<file path="src/rtl/buzz_pkg.sv">
package buzz_pkg;
  typedef enum logic [1:0] {
    MODE_CONT   = 2'd0,
    MODE_SINGLE = 2'd1,
    MODE_INT1   = 2'd2,
    MODE_INT2   = 2'd3
  } buzz_mode_e;

  localparam int unsigned TONE_W = 7;
  localparam int unsigned PROD_W = TONE_W + 5;

  function automatic logic [TONE_W-1:0] tone_period(input logic [2:0] sel);
    logic [TONE_W-1:0] p;
    case (sel)
      3'd0:    p = TONE_W'(8);
      3'd1:    p = TONE_W'(10);
      3'd2:    p = TONE_W'(12);
      3'd3:    p = TONE_W'(14);
      3'd4:    p = TONE_W'(16);
      3'd5:    p = TONE_W'(32);
      3'd6:    p = TONE_W'(64);
      default: p = TONE_W'(112);
    endcase
    return p;
  endfunction

  // round-half-up of per*duty/16, duty 0 read as 1, capped below per
  function automatic logic [TONE_W-1:0] tone_high(input logic [TONE_W-1:0] per,
                                                  input logic [3:0] duty);
    logic [3:0]        d;
    logic [PROD_W-1:0] prod;
    logic [TONE_W-1:0] h;
    d    = (duty == 4'd0) ? 4'd1 : duty;
    prod = PROD_W'(per) * PROD_W'(d) + PROD_W'(8);
    h    = prod[TONE_W+3:4];
    if (h >= per) h = per - 1'b1;
    return h;
  endfunction
endpackage

</file>
<file path="src/rtl/buzz_tone.sv">
module buzz_tone
  import buzz_pkg::*;
(
  input  logic       clk_i,
  input  logic       rst_ni,
  input  logic       restart_i,
  input  logic       run_i,
  input  logic [2:0] freq_sel_i,
  input  logic [3:0] duty_i,
  output logic       tone_o
);
  logic [TONE_W-1:0] per_q, high_q, cnt_q;
  logic [TONE_W-1:0] per_new;

  assign per_new = tone_period(freq_sel_i);

  always_ff @(posedge clk_i or negedge rst_ni) begin
    if (!rst_ni) begin
      per_q  <= TONE_W'(8);
      high_q <= TONE_W'(1);
      cnt_q  <= '0;
    end else if (restart_i) begin
      per_q  <= per_new;
      high_q <= tone_high(per_new, duty_i);
      cnt_q  <= '0;
    end else if (run_i) begin
      cnt_q  <= (cnt_q == per_q - 1'b1) ? '0 : cnt_q + 1'b1;
    end
  end

  assign tone_o = cnt_q < high_q;

  p_cnt_in_period_r4: assert property (@(posedge clk_i) disable iff (!rst_ni)
    run_i |-> cnt_q < per_q);
  p_tone_wrap_r4: assert property (@(posedge clk_i) disable iff (!rst_ni)
    run_i && !restart_i && cnt_q == per_q - 1'b1 |=> cnt_q == '0);
  p_high_bounds_r5: assert property (@(posedge clk_i) disable iff (!rst_ni)
    run_i |-> high_q != '0 && high_q < per_q);
endmodule

</file>
<file path="src/rtl/buzz_pattern.sv">
module buzz_pattern
  import buzz_pkg::*;
#(
  parameter int unsigned BEAT_CYCLES = 2048
) (
  input  logic       clk_i,
  input  logic       rst_ni,
  input  logic       start_i,
  input  logic       stop_i,
  input  logic [1:0] mode_i,
  output logic       run_o,
  output logic       done_o,
  output logic       gate_o
);
  localparam int unsigned BEAT_W     = $clog2(BEAT_CYCLES);
  localparam int unsigned SINGLE_LEN = 2;
  localparam int unsigned INT1_LEN   = 4;
  localparam int unsigned INT1_ON    = 2;
  localparam int unsigned INT2_LEN   = 11;
  localparam int unsigned INT2_ON2   = 2;
  localparam int unsigned UNIT_W     = $clog2(INT2_LEN);

  buzz_mode_e        mode_q;
  logic [BEAT_W-1:0] beat_q;
  logic [UNIT_W-1:0] unit_q;
  logic              run_q, done_q;
  logic              beat_last, unit_last, expire;

  assign beat_last = beat_q == BEAT_W'(BEAT_CYCLES - 1);

  always_comb begin
    case (mode_q)
      MODE_SINGLE: unit_last = unit_q == UNIT_W'(SINGLE_LEN - 1);
      MODE_INT1:   unit_last = unit_q == UNIT_W'(INT1_LEN - 1);
      MODE_INT2:   unit_last = unit_q == UNIT_W'(INT2_LEN - 1);
      default:     unit_last = 1'b0;
    endcase
  end

  always_comb begin
    case (mode_q)
      MODE_INT1: gate_o = unit_q < UNIT_W'(INT1_ON);
      MODE_INT2: gate_o = (unit_q == '0) || (unit_q == UNIT_W'(INT2_ON2));
      default:   gate_o = 1'b1;
    endcase
  end

  assign expire = run_q && mode_q == MODE_SINGLE && beat_last && unit_last;

  always_ff @(posedge clk_i or negedge rst_ni) begin
    if (!rst_ni) begin
      mode_q <= MODE_CONT;
      beat_q <= '0;
      unit_q <= '0;
      run_q  <= 1'b0;
      done_q <= 1'b0;
    end else if (start_i) begin
      mode_q <= buzz_mode_e'(mode_i);
      beat_q <= '0;
      unit_q <= '0;
      run_q  <= 1'b1;
      done_q <= 1'b0;
    end else begin
      if (expire) begin
        run_q  <= 1'b0;
        done_q <= 1'b1;
      end
      if (stop_i) run_q <= 1'b0;
      if (run_q) begin
        if (beat_last) begin
          beat_q <= '0;
          if (mode_q != MODE_CONT) unit_q <= unit_last ? '0 : unit_q + 1'b1;
        end else begin
          beat_q <= beat_q + 1'b1;
        end
      end
    end
  end

  assign run_o  = run_q;
  assign done_o = done_q;

  p_start_runs_r2: assert property (@(posedge clk_i) disable iff (!rst_ni)
    start_i |=> run_q && !done_q);
  p_stop_halts_r3: assert property (@(posedge clk_i) disable iff (!rst_ni)
    stop_i && !start_i |=> !run_q);
  p_cont_endless_r7: assert property (@(posedge clk_i) disable iff (!rst_ni)
    run_q && mode_q == MODE_CONT && !stop_i && !start_i |=> run_q);
  p_done_after_single_r8: assert property (@(posedge clk_i) disable iff (!rst_ni)
    $rose(done_q) |-> $past(run_q) && $past(mode_q) == MODE_SINGLE);
  p_unit_bound_r10: assert property (@(posedge clk_i) disable iff (!rst_ni)
    unit_q < UNIT_W'(INT2_LEN));
endmodule

</file>
<file path="src/rtl/buzz_gen.sv">
module buzz_gen
  import buzz_pkg::*;
#(
  parameter int unsigned BEAT_CYCLES = 2048
) (
  input  logic       clk_i,
  input  logic       rst_ni,
  input  logic       start_i,
  input  logic       stop_i,
  input  logic [1:0] mode_i,
  input  logic [2:0] freq_sel_i,
  input  logic [3:0] duty_i,
  input  logic       pol_neg_i,
  output logic       run_o,
  output logic       done_o,
  output logic       buzz_o
);
  logic run, gate, tone;

  buzz_pattern #(.BEAT_CYCLES(BEAT_CYCLES)) u_pattern (
    .clk_i   (clk_i),
    .rst_ni  (rst_ni),
    .start_i (start_i),
    .stop_i  (stop_i),
    .mode_i  (mode_i),
    .run_o   (run),
    .done_o  (done_o),
    .gate_o  (gate)
  );

  buzz_tone u_tone (
    .clk_i      (clk_i),
    .rst_ni     (rst_ni),
    .restart_i  (start_i),
    .run_i      (run),
    .freq_sel_i (freq_sel_i),
    .duty_i     (duty_i),
    .tone_o     (tone)
  );

  assign run_o  = run;
  assign buzz_o = (run && gate && tone) ^ pol_neg_i;

  p_idle_level_r6: assert property (@(posedge clk_i) disable iff (!rst_ni)
    !run_o |-> buzz_o == pol_neg_i);
  p_gap_silent_r9: assert property (@(posedge clk_i) disable iff (!rst_ni)
    run && !gate |-> buzz_o == pol_neg_i);
endmodule

</file>
<file path="config.mk">
export PLATFORM = sky130hd
export DESIGN_NAME = buzz_gen
export DESIGN_NICKNAME = d
export VERILOG_FILES = /design/src/rtl/buzz_pkg.sv /design/src/rtl/buzz_tone.sv /design/src/rtl/buzz_pattern.sv /design/src/rtl/buzz_gen.sv
export SDC_FILE = /design/constraint.sdc
export NUM_CORES = 1
export LEC_CHECK = 0
export BUFFER_PORTS_ARGS = -buffer_cell sky130_fd_sc_hd__buf_2
export CAP_MARGIN = 10
export CORE_ASPECT_RATIO = 0.8
export CORE_MARGIN = 5
export CORE_UTILIZATION = 62
export DETAILED_ROUTE_END_ITERATION = 8
export PLACE_DENSITY_LB_ADDON = 0.1
export SYNTH_ARGS = -nofsm -noshare
export SYNTH_HDL_FRONTEND = slang
export SYNTH_HIERARCHICAL = 1
export SYNTH_SLANG_ARGS = --single-unit
</file>
<file path="constraint.sdc">
create_clock -name clk_i -period 2.2 [get_ports clk_i]
set_input_delay 0.11 -clock clk_i [delete_from_list [all_inputs] [get_ports clk_i]]
set_output_delay 0.11 -clock clk_i [all_outputs]
set_load 0.05 [all_outputs]
</file>
==> results of run 1 <==
## state kept, by name, summed over array words and instances, names as in the netlist
name,flops
u_pattern/beat_q,11
u_tone/cnt_q,7
u_tone/high_q,7
u_tone/per_q,6
u_pattern/unit_q,4
u_pattern/mode_q,2
u_pattern/done_o,1
u_pattern/run_o,1
## critical path: cells and delay by family
kind | cells | cell delay, ps
adders and majority gates | 5 | 1800
buffers and inverters | 3 | 420
xor gates and xnor gates | 1 | 190
and+or+nand+nor | 2 | 380
AOI/OAI and AO/OA | 6 | 1260
## power breakdown
group | internal (W) | switching [W]
Clock | 0.000221 | 0.000242
Sequential | 0.000790 | 0.0000517
Combinational | 0.000543 | 0.000617
## per-layer routing
layer	share of wire, %	up-vias
met2	48	136
met3	5.8	20
met5	0	-
met1	44	1550
met4	2.4	0
li1	-	1414
## what timing repair did
action	CTS	global route
gates cloned	0	0
hold buffers	1	0
hold endpoints to repair	37	0
setup buffers	6	0
pin swaps	38	32
gates resized for setup	34	26
endpoints found under the setup margin	8	8
## worst max-delay path by stage
| stage | startpoint | to |
|---|---|---|
| after floorplan | duty_i[3] | u_tone/high_q[1]$_DFFE_PN0P_ |
| after global placement | freq_sel_i[1] | u_tone/high_q[1]$_DFFE_PN0P_ |
| after detailed placement | freq_sel_i[2] | u_tone/high_q[1]$_DFFE_PN0P_ |
| after CTS | freq_sel_i[1] | u_tone/high_q[1]$_DFFE_PN0P_ |
| after global routing | freq_sel_i[0] | u_tone/high_q[6]$_DFFE_PN0P_ |
| final | freq_sel_i[0] | u_tone/high_q[6]$_DFFE_PN0P_ |
## metrics by stage
step	TNS, ps	util, %	std cells	worst slack, ps
6_report	-11870	84.3	482	-1800
5_1_grt	-12440	84.3	482	-1880
4_1_cts	-10800	81.1	482	-1590
3_5_place_dp	-13990	75.3	467	-2060
3_3_place_gp	-13060	75.3	467	-1920
2_1_floorplan	-11180	-	363	-1680
## cell type report
| cell class | count | share of cell area [%] |
|---|---|---|
| Multi-Input combinational cell | 282 | 59.5 |
| Sequential cell | 39 | 22.8 |
| Clock buffer | 6 | 1.69 |
| Tap cell | 62 | 1.81 |
| Inverter | 28 | 2.45 |
| Timing Repair Buffer | 63 | 11.5 |
| Clock inverter | 2 | 0.291 |
## logic make-up (layout without fill, tap and decap cells)
group	Yosys count	in the layout	synth area share, %
buffers and inverters	42	99	4.77
AOI/OAI and AO/OA	72	72	16.9
xor gates and xnor gates	26	26	7.07
DFF	39	39	29.4
adders and majority gates	44	44	18.6
and+or+nand+nor	132	132	20.7
muxes	8	8	2.59
## cell usage after synthesis, types with 2 or more instances
cell type,number,share of area [%]
xor2_1,11,2.9
nor3_1,6,0.90
a2111oi_2,2,0.90
inv_1,26,2.9
nand4_1,9,1.7
ha_1,35,13
o31ai_1,3,0.68
o32ai_1,2,0.53
dfstp_2,2,1.6
inv_2,2,0.23
xnor2_1,14,3.7
o2111ai_1,3,0.79
nand2b_1,8,1.5
and2_1,5,0.94
dfrtp_1,37,28
and3_1,11,2.1
mux2_2,5,1.7
nand2_1,22,2.5
mux2i_1,3,0.90
nor4_1,2,0.38
fa_1,9,5.4
or4b_1,2,0.60
o21ai_0,10,1.5
nor2_1,34,3.8
a2111oi_4,2,1.7
a211oi_1,4,0.90
nor2b_1,4,0.75
o41ai_1,2,0.53
a21oi_1,11,1.7
a21o_1,5,1.1
a31oi_1,4,0.75
o211ai_1,8,1.8
nand3b_1,3,0.68
and3b_1,2,0.53
nand3_1,18,2.7
clkbuf_1,13,1.5
o21ai_1,5,0.75
==> out/metrics.yaml, run 1 <==
status: "finished, violations left"
failed_checks: "negative setup slack"
cts_buffers: 5
cts.htree.levels: 2
fin_nets: 477
reg2reg_from: "u_pattern/beat_q[1]$_DFFE_PN0P_"
worst_path_max_delay_cell: "fa_1"
crit_required_ps: 2390
regArea_um2: 978
synth_fp_nets: 421
cp_max_fo: 7
grt_pass1_wl_um: 14600
max-cap-violations: 0
max_freq_ghz: 0.250
critical_path.max_stage_delay_ps: 500
die_h_um: 75.5
hold_violations: 0
cpMostUsedCell: "ha_4"
reg2reg_slack_ps: 140
n_antenna_cell: 0
initial_core_util_pct: 65.3
hold_end: "u_pattern/mode_q[1]$_DFFE_PN0P_"
multi_input_area_um2: 2560
yosys_register_bits: 39
drtIter0Drc: 204
drive_above_1_share_pct: 31.9
grt_overflow: 0
fill_cells: 281
synth_cell_type_count: 56
grt_util_met3_pct: 4.34
critPathLaunchType: "input port"
crit_arrival_ps: 4190
holdWs_ps: 56.8
grt_use_met1_pct: 37.1
syn2layout_area_growth_pct: 29.0
r2r-end: "u_pattern/run_o$_DFFE_PN0P_"
grt_use_total_pct: 26.4
postRouteAntennaNets: 0
dp_hpwl_um: 6080
rsz0062_at_grt: "yes"
ys_seq_area_share_pct: 29.4
synth-edff-count: 0
path_cells: "buf_8 > xnor2_4 > buf_6 > and3_4 > fa_1 > fa_1 > ha_4 > ha_4 > o21ai_0 > buf_4 > o211ai_1 > o2111ai_4 > ha_4 > and3_4 > o211a_4 > o2111ai_2 > a31oi_1"
worstSetupEndpointType: "flop"
syn-cell-area_um2: 3330
avgViaCountPerCell: 6.47
wl_per_cell_um: 19.9
path_class: "input port to flop"
final_cell_mix: "buf_4, dfrtp_1, nor2_1"
top_usage_layer: "met2"
die_w_um: 91.9
ir_worst_vdd_v: 0.000417
placedInstanceArea_um2: 3830
die_area_um2: 6940
drtPass1Iterations: 5
wl_um: 9600
final_common_cell: "buf_4"
cts-root-buf: "clkbuf_8"
std_cell_rows: 23
clk_latency_ps: 290
synthArstFlopShare_pct: 100
cts_buffer_depth: 2
ff2ff_path_depth: 5
ys_warn_count: 6
synthCells: 363
setup_ws_ps: -1800
synth.avg_cell_area_um2: 9.17
leakagePower_nw: 1.94
fin_crit_ps: 4000
hold_class: "input port to flop"
holdPathStages: 2
routabilityCongestion: 0.869
clock_skew_ps: 5.83
dr_total_vias: 3120
drv_slew: 0
ys.flop_type: "dfrtp_1"
core_um2: 5090
cts_tree: "done"
period_share_pct: 182
io_pins: 17
min_from: "mode_i[1]"
power_density_nw_per_um2: 574
power.total_w: 0.00247
slew-limit-headroom_pct: 42.0
final_area_um2: 4290
portBuffers: 16
worstMarginPinSlew_ps: 870
grt_max_degree: 40
use_met2_pct: 44.3
path_clk_slew_ps: 80
setup_viol: 7
drc: 0
grt_antenna_before_repair: 0
clock-sinks: 39
grt_pass1_vias: 2931
(Power assumes the default switching activity.)
==> run 2: changes to the inputs <==
PLACE_DENSITY = 0.81   (was default)
PLACE_DENSITY_LB_ADDON = default   (was 0.1)
==> run 2 against run 1 <==
  * Largest cell class unchanged
  * Clock-buffer cell count decreased by 1
  * Register-to-register slack about the same
  * The run still ends with negative setup slack left
  * Total power increased by 5.6%
  * Die area unchanged
  * Via count increased by 3.3%
==> out/metrics.yaml, run 2 (synthesized netlist as in run 1, its figures left out) <==
clock_skew_ps: 6.77  # was 5.83 ps
drtPass1Iterations: 5  # unchanged
initial_core_util_pct: 65.3  # unchanged
grt_overflow: 0  # unchanged
top_usage_layer: "met2"  # unchanged
final_area_um2: 4350  # was 4290 um^2
status: "finished, violations left"  # unchanged
grt_use_total_pct: 26.9  # was 26.4%
max_freq_ghz: 0.249  # was 0.250 GHz
max-cap-violations: 0  # unchanged
critical_path.max_stage_delay_ps: 600  # was 500 ps
path_clk_slew_ps: 90  # was 80 ps
clock-sinks: 39  # unchanged
die_w_um: 91.9  # unchanged
grt_util_met3_pct: 3.75  # was 4.34%
cts_buffer_depth: 2  # unchanged
core_um2: 5090  # unchanged
syn2layout_area_growth_pct: 30.6  # was 29.0%
hold_class: "input port to flop"  # unchanged
wl_per_cell_um: 20.0  # was 19.9 um
path_buf_inv: 1  # was 3
avgViaCountPerCell: 6.56  # was 6.47
placed_cells: 476  # was 467
dp_hpwl_um: 6220  # was 6080 um
fin_nets: 486  # was 477
hold_violations: 0  # unchanged
power_density_nw_per_um2: 599  # was 574 nW/um^2
reg2reg_from: "u_pattern/beat_q[1]$_DFFE_PN0P_"  # unchanged
finalSetupTns_ps: -12410  # was -11870 ps
cp_max_fo: 7  # unchanged
wl_um: 9820  # was 9600 um
cts-root-buf: "clkbuf_8"  # unchanged
postRouteAntennaNets: 0  # unchanged
cts_buffers: 5  # unchanged
period_share_pct: 183  # was 182%
placedInstanceArea_um2: 3920  # was 3830 um^2
fin_cells: 491  # was 482
use_met2_pct: 45.1  # was 44.3%
path_cells: "buf_8 > xnor2_4 > and3_4 > fa_1 > fa_1 > ha_4 > ha_4 > a211oi_4 > or4b_1 > o2111ai_2 > ha_1 > a21o_1 > a21oi_2 > nand2_4 > o21ai_0 > o211ai_1"  # was buf_8 > xnor2_4 > buf_6 > and3_4 > fa_1 > fa_1 > ha_4 > ha_4 > o21ai_0 > buf_4 > o211ai_1 > o2111ai_4 > ha_4 > and3_4 > o211a_4 > o2111ai_2 > a31oi_1
largest_reg_flops: 11  # unchanged
critPathLaunchType: "input port"  # unchanged
std_cell_rows: 23  # unchanged
final_common_cell: "buf_4"  # unchanged
grt_pass1_wl_um: 14800  # was 14600 um
drive_above_1_share_pct: 31.9  # about the same
final_core_utilization_pct: 85.3  # was 84.3%
path_class: "input port to flop"  # unchanged
portBuffers: 16  # unchanged
slew-limit-headroom_pct: 39.7  # was 42.0%
min_from: "mode_i[1]"  # unchanged
clk_latency_ps: 300  # was 290 ps
setup_viol: 7  # unchanged
die_area_um2: 6940  # unchanged
crit_required_ps: 2370  # was 2390 ps
worst_path_max_delay_cell: "fa_1"  # unchanged
grt_antenna_before_repair: 0  # unchanged
cpLargestDelayFamily: "adder cells"  # unchanged
drtIter0Drc: 356  # was 204
drc: 0  # unchanged
rsz0062_at_grt: "yes"  # unchanged
failed_checks: "negative setup slack"  # unchanged
dr_total_vias: 3223  # was 3120
grt_max_degree: 40  # unchanged
final_cell_mix: "buf_4, dfrtp_1, nor2_1"  # unchanged
cts_tree: "done"  # unchanged
die_h_um: 75.5  # unchanged
top_register: "u_pattern/beat_q"  # unchanged
io_pins: 17  # unchanged
ir_worst_vdd_v: 0.000362  # was 0.000417 V
leakagePower_nw: 2.02  # was 1.94 nW
grt_pass1_vias: 3038  # was 2931
top_regs: "u_pattern/beat_q x11, u_tone/cnt_q x7, u_tone/high_q x7"  # unchanged
worstMarginPinSlew_ps: 904  # was 870 ps
drv_slew: 0  # unchanged
n_antenna_cell: 0  # unchanged
crit_arrival_ps: 4190  # about the same
routabilityCongestion: 0.837  # was 0.869
holdWs_ps: 59.0  # was 56.8 ps
cts.htree.levels: 2  # unchanged
grt_use_met1_pct: 37.3  # was 37.1%
worstSetupEndpointType: "flop"  # unchanged
fin_crit_ps: 4020  # was 4000 ps
critPathLaunch: "freq_sel_i[0]"  # unchanged
setup_ws_ps: -1820  # was -1800 ps
[run 2: cell types whose count changed in the layout (fill, tap and decap cells not counted), moves of 2 or more]
cell,before,now
a211oi_2,2,0
a211oi_4,0,2
buf_4,42,50
buf_6,5,7
ha_1,23,26
ha_4,12,8
[run 2: timing repair]
item | in CTS | in global routing
hold buffers | 1 | 0
resized for setup | 29 | 23
pin swaps | 19 | 28
setup endpoints to repair | 8 | 8
hold endpoints to repair | 37 | 0
buffers inserted | 4 | 2
[run 2: layer usage]
metal / vias up / wire length (um) / share of wire, %
li1: 1438 / - / -
met1: 1542 / 4100 / 42
met2: 201 / 4590 / 47
met3: 42 / 751 / 7.7
met4: 0 / 365 / 3.7
met5: - / 0 / 0
[run 2: final timing paths]
path                                              endpoint  slack, ps  cells past startpoint
max                           u_tone/high_q[4]$_DFFE_PN0P_      -1820                     16
min                        u_pattern/mode_q[1]$_DFFE_PN0P_         60                      2
max reg2reg                    u_pattern/run_o$_DFFE_PN0P_        130                      5
min reg2reg                   u_pattern/done_o$_DFFE_PN0P_        500                      1
max in group asynchronous      u_tone/cnt_q[4]$_DFFE_PN0P_       1100                      2
min in group asynchronous      u_tone/per_q[4]$_DFFE_PN0P_        480                      2
[run 2: layout make-up]
class | instances | area, um^2
multi-input cells | 282 | 2500
flip-flops and latches | 39 | 980
fillers | 256 | 747
repair buffers | 72 | 574
inverters | 28 | 105
well taps | 62 | 77.6
clock buffers | 5 | 68.8
clock inverters | 3 | 43.8
[run 2: through the flow]
step | setup WS (ps) | total power, W
final | -1820 | 0.00260
after global routing | -1900 | 0.00273
after CTS | -1630 | 0.00244
after detailed placement | -2080 | 0.00174
after global placement | -1990 | 0.00169
after floorplan | -1680 | 0.00143
[run 2: power by group]
part | internal [W] | switching [W]
Combinational | 0.000537 | 0.000611
Sequential | 0.000790 | 0.0000519
Clock | 0.000338 | 0.000277
Total | 0.00167 | 0.000939
